<file path="src/rtl/stk_pkg.sv">
// Package: shared command and sequencing types for the stack sequencer.
// Assumes a two-bit command code, fixed by the block's port contract.
package stk_pkg;
    typedef enum logic [1:0] {
        OP_PUSH  = 2'd0,
        OP_POP   = 2'd1,
        OP_LOAD  = 2'd2,
        OP_STORE = 2'd3
    } stk_op_e;

    typedef enum logic [1:0] {
        ST_IDLE  = 2'd0,
        ST_BEAT0 = 2'd1,
        ST_BEAT1 = 2'd2,
        ST_FIN   = 2'd3
    } stk_state_e;
endpackage

</file>
<file path="src/rtl/stk_ctrl.sv">
// Module: sequencing control. Accepts one command when idle, steps through
// two memory beats and a finish cycle, and raises done for one cycle after.
// Assumes a pointer load request in the idle cycle wins over a command.
module stk_ctrl
    import stk_pkg::*;
(
    input  logic       clk,
    input  logic       rst_n,
    input  logic       cmd_valid,
    input  stk_op_e    cmd_op,
    input  logic       sp_load,
    output stk_state_e state,
    output stk_op_e    op_q,
    output logic       accept,
    output logic       done
);
    stk_state_e state_q;

    // Command is taken only when idle and no pointer load competes.
    assign accept = (state_q == ST_IDLE) && cmd_valid && !sp_load;
    assign state  = state_q;

    // Advance the fixed three-step sequence.
    always_ff @(posedge clk) begin
        if (!rst_n) begin
            state_q <= ST_IDLE;
        end else begin
            case (state_q)
                ST_IDLE:  if (accept) state_q <= ST_BEAT0;
                ST_BEAT0: state_q <= ST_BEAT1;
                ST_BEAT1: state_q <= ST_FIN;
                default:  state_q <= ST_IDLE;
            endcase
        end
    end

    // Hold the accepted command code for the whole sequence.
    always_ff @(posedge clk) begin
        if (!rst_n)      op_q <= OP_PUSH;
        else if (accept) op_q <= cmd_op;
    end

    // Completion pulse in the cycle after the finish step.
    always_ff @(posedge clk) begin
        if (!rst_n) done <= 1'b0;
        else        done <= (state_q == ST_FIN);
    end
endmodule

</file>
<file path="src/rtl/stk_addr.sv">
// Module: stack pointer register and byte address generator. Push walks
// downward from the pointer, every other command walks upward from its base.
// Assumes the pointer does not change during a command (loads only when idle).
module stk_addr
    import stk_pkg::*;
#(
    parameter int ADDR_W = 16
) (
    input  logic              clk,
    input  logic              rst_n,
    input  logic              accept,
    input  stk_op_e           cmd_op,
    input  logic [ADDR_W-1:0] cmd_addr,
    input  stk_state_e        state,
    input  stk_op_e           op_q,
    input  logic              sp_load,
    input  logic [ADDR_W-1:0] sp_load_val,
    output logic [ADDR_W-1:0] mem_addr,
    output logic [ADDR_W-1:0] sp
);
    localparam logic [ADDR_W-1:0] ONE = ADDR_W'(1);
    localparam logic [ADDR_W-1:0] TWO = ADDR_W'(2);

    logic [ADDR_W-1:0] sp_q;
    logic [ADDR_W-1:0] base_q;

    assign sp = sp_q;

    // Capture the start address: the pointer for stack commands, else the operand.
    always_ff @(posedge clk) begin
        if (!rst_n)
            base_q <= '0;
        else if (accept)
            base_q <= (cmd_op == OP_PUSH || cmd_op == OP_POP) ? sp_q : cmd_addr;
    end

    // Per-beat byte address with modulo wrap from the fixed width.
    always_comb begin
        mem_addr = '0;
        case (state)
            ST_BEAT0: mem_addr = (op_q == OP_PUSH) ? base_q - ONE : base_q;
            ST_BEAT1: mem_addr = (op_q == OP_PUSH) ? base_q - TWO : base_q + ONE;
            default:  mem_addr = '0;
        endcase
    end

    // Pointer: direct load when idle, adjust by two at the finish step.
    always_ff @(posedge clk) begin
        if (!rst_n) begin
            sp_q <= '0;
        end else if (state == ST_IDLE && sp_load) begin
            sp_q <= sp_load_val;
        end else if (state == ST_FIN) begin
            if (op_q == OP_PUSH)     sp_q <= sp_q - TWO;
            else if (op_q == OP_POP) sp_q <= sp_q + TWO;
        end
    end
endmodule

</file>
<file path="src/rtl/stk_data.sv">
// Module: byte lane steering. Splits the word for writes (high byte first on
// push, low byte first on store) and assembles read bytes into a word.
// Assumes read data arrives one cycle after the read strobe.
module stk_data
    import stk_pkg::*;
#(
    parameter int BYTE_W = 8
) (
    input  logic                clk,
    input  logic                rst_n,
    input  logic                accept,
    input  logic [2*BYTE_W-1:0] cmd_data,
    input  stk_state_e          state,
    input  stk_op_e             op_q,
    input  logic [BYTE_W-1:0]   mem_rdata,
    output logic [BYTE_W-1:0]   mem_wdata,
    output logic                mem_we,
    output logic                mem_re,
    output logic [2*BYTE_W-1:0] rd_data
);
    localparam int WORD_W = 2 * BYTE_W;

    logic [WORD_W-1:0] wdata_q;
    logic [BYTE_W-1:0] lo_q;
    logic [WORD_W-1:0] rd_q;
    logic              in_beat;
    logic              is_read;
    logic              hi_lane;

    assign in_beat = (state == ST_BEAT0) || (state == ST_BEAT1);
    assign is_read = (op_q == OP_POP) || (op_q == OP_LOAD);
    // High byte goes in beat 0 for push, in beat 1 for store.
    assign hi_lane = ((state == ST_BEAT0) == (op_q == OP_PUSH));

    assign mem_we    = in_beat && !is_read;
    assign mem_re    = in_beat && is_read;
    assign mem_wdata = mem_we ? (hi_lane ? wdata_q[WORD_W-1:BYTE_W] : wdata_q[BYTE_W-1:0])
                              : '0;
    assign rd_data   = rd_q;

    // Hold the outgoing word for the sequence.
    always_ff @(posedge clk) begin
        if (!rst_n)      wdata_q <= '0;
        else if (accept) wdata_q <= cmd_data;
    end

    // Take the first (low) read byte as it returns during beat 1.
    always_ff @(posedge clk) begin
        if (!rst_n)                  lo_q <= '0;
        else if (state == ST_BEAT1) lo_q <= mem_rdata;
    end

    // Assemble the word when the second (high) byte returns at the finish step.
    always_ff @(posedge clk) begin
        if (!rst_n)                          rd_q <= '0;
        else if (state == ST_FIN && is_read) rd_q <= {mem_rdata, lo_q};
    end
endmodule

</file>
<file path="src/rtl/stk_seq.sv">
// Module: top of the byte-wide stack sequencer. Ties control, address and
// data units together. Assumes a single-cycle synchronous byte memory with
// no wait states and no arbitration.
module stk_seq
    import stk_pkg::*;
#(
    parameter int ADDR_W = 16,
    parameter int BYTE_W = 8
) (
    input  logic                clk,
    input  logic                rst_n,
    input  logic                cmd_valid,
    input  logic [1:0]          cmd_op,
    input  logic [ADDR_W-1:0]   cmd_addr,
    input  logic [2*BYTE_W-1:0] cmd_data,
    input  logic                sp_load,
    input  logic [ADDR_W-1:0]   sp_load_val,
    output logic                busy,
    output logic                done,
    output logic [2*BYTE_W-1:0] rd_data,
    output logic [ADDR_W-1:0]   sp,
    output logic [ADDR_W-1:0]   mem_addr,
    output logic [BYTE_W-1:0]   mem_wdata,
    output logic                mem_we,
    output logic                mem_re,
    input  logic [BYTE_W-1:0]   mem_rdata
);
    stk_state_e state;
    stk_op_e    op_q;
    stk_op_e    cmd_op_e;
    logic       accept;

    assign cmd_op_e = stk_op_e'(cmd_op);
    assign busy     = (state != ST_IDLE);

    stk_ctrl u_ctrl (
        .clk       (clk),
        .rst_n     (rst_n),
        .cmd_valid (cmd_valid),
        .cmd_op    (cmd_op_e),
        .sp_load   (sp_load),
        .state     (state),
        .op_q      (op_q),
        .accept    (accept),
        .done      (done)
    );

    stk_addr #(.ADDR_W(ADDR_W)) u_addr (
        .clk         (clk),
        .rst_n       (rst_n),
        .accept      (accept),
        .cmd_op      (cmd_op_e),
        .cmd_addr    (cmd_addr),
        .state       (state),
        .op_q        (op_q),
        .sp_load     (sp_load),
        .sp_load_val (sp_load_val),
        .mem_addr    (mem_addr),
        .sp          (sp)
    );

    stk_data #(.BYTE_W(BYTE_W)) u_data (
        .clk       (clk),
        .rst_n     (rst_n),
        .accept    (accept),
        .cmd_data  (cmd_data),
        .state     (state),
        .op_q      (op_q),
        .mem_rdata (mem_rdata),
        .mem_wdata (mem_wdata),
        .mem_we    (mem_we),
        .mem_re    (mem_re),
        .rd_data   (rd_data)
    );
endmodule

</file>
<file path="config.mk">
export PLATFORM = sky130hd
export DESIGN_NAME = stk_seq
export DESIGN_NICKNAME = d
export VERILOG_FILES = /design/src/rtl/stk_pkg.sv /design/src/rtl/stk_ctrl.sv /design/src/rtl/stk_addr.sv /design/src/rtl/stk_data.sv /design/src/rtl/stk_seq.sv
export SDC_FILE = /design/constraint.sdc
export NUM_CORES = 1
export LEC_CHECK = 0
export BUFFER_PORTS_ARGS = -buffer_cell sky130_fd_sc_hd__buf_2
export CORE_ASPECT_RATIO = 0.6
export CORE_MARGIN = 2
export CORE_UTILIZATION = 49
export CTS_BUF_LIST = sky130_fd_sc_hd__clkbuf_16
export CTS_CLUSTER_SIZE = 14
export DETAILED_ROUTE_END_ITERATION = 7
export PLACE_DENSITY = 0.87
export SYNTH_ARGS = -nofsm -noshare
export SYNTH_HDL_FRONTEND = slang
export SYNTH_SLANG_ARGS = --single-unit
</file>
<file path="constraint.sdc">
create_clock -name clk -period 3.2 [get_ports clk]
set_input_delay 0.32 -clock clk [delete_from_list [all_inputs] [get_ports clk]]
set_output_delay 0.32 -clock clk [all_outputs]
set_load 0.01 [all_outputs]
</file>
==> results of run 1 <==
## sequential cells by signal (all words and copies together) (netlist names)
name,flops
u_data.rd_data,16
u_ctrl.done,1
u_data.lo_q,8
u_ctrl.op_q,2
u_addr.base_q,16
u_data.wdata_q,16
u_ctrl.state,2
u_addr.sp,16
## layout by cell type (no fill, tap or decap), drive strengths merged, types with 4 or more instances in the layout
cell	count
nor3b	7
a22oi	4
o22ai	4
inv	21
xor2	5
a2bb2oi	4
nand3	13
clkbuf	9
o31a	5
and4b	5
a31oi	9
nand4	7
a21oi	63
or2	5
a311oi	10
nand2	117
xnor2	7
nor2	55
buf	134
nand2b	5
and2	6
and3	7
a211oi	30
a21o	4
dfxtp	77
ha	12
nor4	11
or3	15
nor3	11
mux2i	29
a221oi	7
o21ai	40
## layer usage
metal  up-vias  part of all wire (%)  global-route usage, %  wire (um)
met2       251                    41                   34.7       5920
li1       2657                     -                      -          -
met1      2433                    49                   39.9       7100
met5         -                     0                      0          0
met4         0                   1.5                   7.20        225
met3        22                   9.2                   5.68       1340
## how the worst max path moves through the flow
stage / end / start / depth (start not counted)
finish: mem_addr[12] / u_ctrl.op_q[0] / 9
global route: mem_addr[12] / u_ctrl.op_q[0] / 9
CTS: mem_addr[8] / u_ctrl.op_q[1] / 9
detailed placement: u_addr.sp[12] / u_ctrl.op_q[1] / 9
global placement: u_addr.sp[12] / u_ctrl.op_q[0] / 9
floorplan: u_addr.sp[15] / u_ctrl.op_q[0] / 14
## metrics by stage
| step | cells | power [mW] | utilization (%) |
|---|---|---|---|
| floorplan | 690 | 2.96 | - |
| global placement | 893 | 3.53 | 56.9 |
| detailed placement | 893 | 3.56 | 56.9 |
| CTS | 909 | 4.54 | 59.7 |
| global route | 911 | 4.92 | 59.9 |
| finish | 911 | 4.62 | 59.9 |
## power by group
| group | internal (mW) | switching, mW |
|---|---|---|
| Combinational | 0.888 | 1.35 |
| Clock | 0.535 | 0.438 |
| Sequential | 1.11 | 0.296 |
| Total | 2.54 | 2.08 |
## cell families (layout without fill, tap and decap cells)
group                      after synthesis  after routing  share of synthesized area, %
and+or+nand+nor                        275            275                          26.1
adders and majority gates               12             12                          2.96
DFF                                     77             77                          30.4
muxes                                   29             29                          5.72
buffers and inverters                   81            167                          6.63
AOI/OAI and AO/OA                      204            204                          26.2
xor gates and xnor gates                12             12                          2.07
## area by class of cell
| type | instances | area share, % |
|---|---|---|
| inverters | 17 | 1.07 |
| well taps | 135 | 2.82 |
| clock inverters | 7 | 0.899 |
| flip-flops and latches | 77 | 25.8 |
| repair buffers | 134 | 12.0 |
| multi-input cells | 532 | 53.7 |
| clock buffers | 9 | 3.76 |
## repair_timing
item / in CTS / in global routing
buffers inserted: 0 / 2
endpoints found under the setup margin: 0 / 2
hold endpoints to repair: 0 / 0
gates resized for setup: 0 / 2
## worst min-delay path, cell delays in order
cell,delay [ns]
buf_2,0.09
nand2_1,0.04
a21oi_1,0.05
==> results.py, run 1 <==
metrics = {
    "status": {
        "status": "finished clean",
    },
    "drt": {
        "drt_iter0_markers": 666,
        "routedWlPerCell_um": 16.0,
        "vias": 5363,
        "wl_um": 14600,
        "drtAntennaViolNets": 0,
        "vias_per_cell": 5.89,
        "dr.pass1.iters": 7,
        "drc": 0,
    },
    "critical_path": {
        "crit_chain": "inv_1 -> ha_1 -> buf_6 -> and4b_1 -> nand4_1 -> o32ai_1 -> a211oi_1 -> nor3_1 -> buf_2",
        "rrSetupSlack_ns": 0.39,
        "crit_family": "simple AND/OR/NAND/NOR gates",
        "reg2reg_to": "u_addr.sp[14]",
        "cp.arrival_ns": 2.67,
        "slowest_delay_ns": 0.46,
        "reg2regPathDepth": 9,
        "cpMaxStageDelayCell": "o32ai_1",
        "crit_fanout": 46,
        "worst-setup-path-type": "reg -> out",
        "crit_buf_inv": 3,
        "crit_required_ns": 2.88,
        "start_kind": "flop",
        "critPathCaptureType": "primary output",
        "reg2reg_from": "u_ctrl.op_q[1]",
    },
    "synth": {
        "synthFlopType": "dfxtp_1",
        "seq_area_frac_synth_pct": 30.4,
        "ys.warnings.count": 0,
        "synthTopCellsByCount": "nand2_1, dfxtp_1, a21oi_1",
        "synthCells": 690,
        "avgSynthCellArea_um2": 7.36,
        "synth_nets": 764,
        "syn_area_um2": 5080,
        "ys_ff_latch": 77,
        "synth-async-reset-ratio_pct": 0,
        "synth_cell_type_count": 61,
        "yosys-top-cells-area": "dfxtp_1, nand2_1, a21oi_1, mux2i_1, a211oi_1",
        "synth_edf_count": 0,
        "synth_largest_area_cell": "dfxtp_1",
        "synth_most_common_cell": "nand2_1",
        "synth_top_area_share_pct": 30.4,
    },
    "power": {
        "powerDensity_nw_per_um2": 771,
        "ir_drop_uv": 637,
        "power.static_leakage_nw": 2.43,
    },
    "hold_path": {
        "whs_path_depth": 3,
        "hp-class": "in -> reg",
        "whs_endpoint": "u_addr.sp[0]",
        "hold_start": "sp_load_val[0]",
    },
    "timing": {
        "setup-tns-final_ns": 0,
        "tightest_slew_ns": 1.12,
        "rsz0062_at_grt": "no",
        "fin_hold_ws_ns": 0.204,
        "maxSlewHeadroom_pct": 25.2,
        "period_needed_ns": 2.99,
        "drv_slew": 0,
        "fin_skew_ns": 0.0124,
        "max_freq_mhz": 335,
        "fin_ws_ns": 0.214,
        "setup_viol": 0,
        "finalHoldViolations": 0,
        "period_share_pct": 93.3,
    },
    "clock_network": {
        "cts.sinks": 77,
        "ctsHtreeMaxLevel": 3,
        "postCtsHoldBufs": 0,
        "clk_path_buf_depth": 2,
        "clk_latency_ns": 0.35,
        "cts_tree": "yes",
        "root_buffer": "clkbuf_16",
        "numCtsBuffers": 9,
        "clkTransAtPathRegs_ns": 0.07,
    },
    "cells_and_area": {
        "diodes": 0,
        "seqCellArea_um2": 1540,
        "nets": 845,
        "syn_to_final_growth_pct": 17.8,
        "final_area_um2": 5980,
        "drive_gt1_share_pct": 21.6,
        "fill_cells": 945,
        "multi_input_area_um2": 3210,
    },
    "placed_design": {
        "placed_area_um2": 5680,
        "gp_congestion": 0.957,
        "pre_cts_slack_ns": 0.427,
        "place_hpwl_um": 10300,
        "portBuffers": 121,
    },
    "die": {
        "fp.coreArea_um2": 9980,
        "fp.dieH_um": 82.9,
        "rows": 28,
        "fp.dieArea_um2": 11200,
        "dieWidth_um": 135,
        "ios": 122,
        "initial_utilization_pct": 50.9,
    },
    "global_routing": {
        "grt_overflow_total": 0,
        "grt_max_degree": 67,
        "grt_pass1_wl_um": 23200,
        "antenna_found_initial": 0,
        "grt_pass1_vias": 4489,
        "grt_usage_pct": 25.6,
    },
    "job": {
        "cap_viol_max_count": 0,
    },
}
No activity file was read; power rests on OpenSTA's default activity.
==> run 2, diff against run 1 <==
--- a/config.mk
+++ b/config.mk
@@ -5,14 +5,15 @@
 export SDC_FILE = /design/constraint.sdc
 export NUM_CORES = 1
 export LEC_CHECK = 0
+export ABC_AREA = 1
 export BUFFER_PORTS_ARGS = -buffer_cell sky130_fd_sc_hd__buf_2
 export CORE_ASPECT_RATIO = 0.6
 export CORE_MARGIN = 2
-export CORE_UTILIZATION = 49
+export CORE_UTILIZATION = 50
 export CTS_BUF_LIST = sky130_fd_sc_hd__clkbuf_16
 export CTS_CLUSTER_SIZE = 14
 export DETAILED_ROUTE_END_ITERATION = 7
-export PLACE_DENSITY = 0.87
+export PLACE_DENSITY = 0.88
 export SYNTH_ARGS = -nofsm -noshare
 export SYNTH_HDL_FRONTEND = slang
 export SYNTH_SLANG_ARGS = --single-unit
==> run 2 against run 1 <==
Effect of this change: cell area rose by 2.6%; final cell count increased by 22%; count of clock-buffer cells in the layout unchanged; total power grew 32%; clock power increased by 0.5%; first-iteration DRC count is 14% higher; fmax up 5.5%; register-to-register slack better by 0.32 ns; core utilization increased by 1.3 points; worst hold slack got worse by 0.0036 ns; via count rose by 14%.
==> results.py, run 2 <==
metrics = {
    "clock_network": {
        "cts.sinks": 77,
        "clkTransAtPathRegs_ns": 0.07,
        "ctsResizeCount": 0,
        "numCtsBuffers": 9,
        "cts_tree": "yes",
        "post_cts_buffers": 0,
        "clk_latency_ns": 0.34,
        "postCtsHoldBufs": 0,
        "ctsHtreeMaxLevel": 3,
        "root_buffer": "clkbuf_16",
        "clk_path_buf_depth": 2,
    },
    "timing": {
        "max_freq_mhz": 353,
        "fin_skew_ns": 0.00776,
        "setup_viol": 0,
        "tightest_slew_ns": 0.690,
        "period_share_pct": 88.4,
        "setup-tns-final_ns": 0,
        "rsz0062_at_grt": "no",
        "period_needed_ns": 2.83,
        "finalHoldViolations": 0,
        "maxSlewHeadroom_pct": 54.0,
        "drv_slew": 0,
    },
    "drt": {
        "dr.pass1.iters": 7,
        "vias_per_cell": 5.48,
        "vias": 6088,
        "drc": 0,
        "wl_um": 16300,
        "drt_iter0_markers": 756,
        "drtAntennaViolNets": 0,
        "routedWlPerCell_um": 14.7,
    },
    "critical_path": {
        "worst-setup-path-type": "reg -> out",
        "crit_required_ns": 2.88,
        "crit_fanout": 23,
        "slowest_delay_ns": 0.36,
        "critPathCaptureType": "primary output",
        "cp.arrival_ns": 2.51,
        "start_kind": "flop",
        "reg2regPathDepth": 13,
        "crit_top_cell": "inv_1",
        "cpMaxStageDelayCell": "ha_1",
        "crit_chain": "inv_1 -> ha_1 -> inv_4 -> nand2_2 -> nor3_4 -> nand4_2 -> o22ai_1 -> inv_1 -> nand2_1 -> nand3_1 -> a21oi_1 -> buf_2",
    },
    "synth": {
        "synth_nets": 945,
        "seq_area_frac_synth_pct": 29.5,
        "synth_top_area_share_pct": 29.5,
        "synth_largest_area_cell": "dfxtp_1",
        "synth_most_common_cell": "nand2_1",
        "synth_edf_count": 0,
        "syn_area_um2": 5230,
        "synthCells": 871,
        "ys.warnings.count": 0,
        "synthFlopType": "dfxtp_1",
        "avgSynthCellArea_um2": 6.00,
        "synthTopCellsByCount": "nand2_1, nor2_1, o21ai_0",
        "yosys-top-cells-area": "dfxtp_1, nand2_1, nor2_1, o21ai_0, a21oi_1",
        "ys_ff_latch": 77,
        "synth-async-reset-ratio_pct": 0,
        "synth_cell_type_count": 38,
    },
    "cells_and_area": {
        "diodes": 0,
        "mostFrequentLayoutCell": "nand2_1",
        "nets": 1045,
        "syn_to_final_growth_pct": 17.4,
        "final_area_um2": 6140,
        "drive_gt1_share_pct": 18.4,
        "fin_util_pct": 61.3,
        "final_cell_mix": "nand2_1, nor2_1, buf_2, o21ai_0, a21oi_1",
    },
    "die": {
        "rows": 28,
        "dieWidth_um": 136,
        "fp.coreArea_um2": 10000,
        "ios": 122,
        "fp.dieH_um": 83.2,
        "fp.dieArea_um2": 11300,
        "initial_utilization_pct": 52.2,
    },
    "job": {
        "cap_viol_max_count": 0,
    },
    "hold_path": {
        "hp-class": "in -> reg",
        "whs_path_depth": 3,
    },
    "power": {
        "powerDensity_nw_per_um2": 993,
        "ir_drop_uv": 416,
        "power.static_leakage_nw": 3.10,
    },
    "global_routing": {
        "grt_overflow_total": 0,
        "met2_usage_pct": 39.4,
        "grt.busiest_layer": "met1",
        "grt_pass1_wl_um": 26500,
        "use_met1_pct": 43.2,
        "use_met3_pct": 10.8,
        "antenna_found_initial": 0,
        "grt_usage_pct": 29.0,
        "grt_pass1_vias": 5396,
        "grt_max_degree": 50,
    },
    "placed_design": {
        "gp_congestion": 1.02,
        "place_hpwl_um": 12200,
        "placed_area_um2": 5860,
        "portBuffers": 121,
    },
    "status": {
        "status": "finished clean",
    },
}
==> run 2: changes by cell type in the layout (fill, tap and decap cells not counted), moves of 8 or more <==
cell	previous run	this run
nor2_1	55	163
o21ai_0	40	107
inv_1	16	80
nand2_1	117	170
a21oi_1	62	106
nand3_1	13	53
mux2i_1	29	0
a211oi_1	28	0
or3_1	15	0
a311oi_1	10	0
nand2_2	0	10
nor3_1	11	1
nor4_1	9	0
nor2_2	0	8
==> run 2: routing by layer <==
metal  routed length [um]  vias up
met4                  161        0
met5                    0        -
met3                 2140       20
met1                 7700     2709
li1                     -     3019
met2                 6310      340
==> run 2: kinds of logic (layout without fill, tap and decap cells) <==
group           after synthesis  count (layout)  share of synthesized area [%]
flops                        77              77                           29.5
compound gates              226             226                           22.2
buf+inv                     128             233                           10.3
fa+ha+maj                    12              12                           2.87
simple gates                421             421                           34.0
xor+xnor                      7               7                           1.17
==> run 2: critical path, delay by kind of cell (launching register included) <==
family                   cells  cell delay [ns]
buffers and inverters        4             0.57
flip-flops                   1             0.34
AND/OR/NAND/NOR              5             0.54
adder cells (fa/ha/maj)      1             0.36
AO/OA/AOI/OAI                2             0.35
==> run 2: where the power goes <==
| group | leakage, nW | internal [mW] | total (mW) | switching (mW) |
|---|---|---|---|---|
| clock network | 0.140 | 0.537 | 0.977 | 0.440 |
| logic | 2.33 | 1.18 | 3.65 | 2.47 |
| registers | 0.630 | 1.18 | 1.47 | 0.285 |
==> run 2: through the flow <==
stage | hold slack, ns | power (mW) | worst slack, ns | instances
detailed placement | 0.469 | 4.99 | 0.769 | 1095
CTS | 0.197 | 5.99 | 0.419 | 1111
global placement | 0.459 | 4.95 | 0.851 | 1095
floorplan | 0.455 | 4.02 | 1.14 | 871
global route | 0.217 | 6.62 | 0.116 | 1111
finish | 0.201 | 6.10 | 0.371 | 1111
==> run 2: final cells by class <==
class	instances	area (um2)
fill	968	3880
sequential	77	1540
clock buffer	9	225
tap	135	169
timing repair buffer	128	658
inverter	89	337
clock inverter	7	55.1
multi-input combinational	666	3150
==> run 2: path summary, 6_finish.rpt <==
check,startpoint,endpoint,slack (ns)
max,u_ctrl.op_q[0],mem_addr[15],0.37
min,cmd_data[13],u_data.wdata_q[13],0.20
max reg2reg,u_ctrl.op_q[0],u_addr.sp[13],0.71
min reg2reg,u_data.rd_data[5],u_data.rd_data[5],0.48
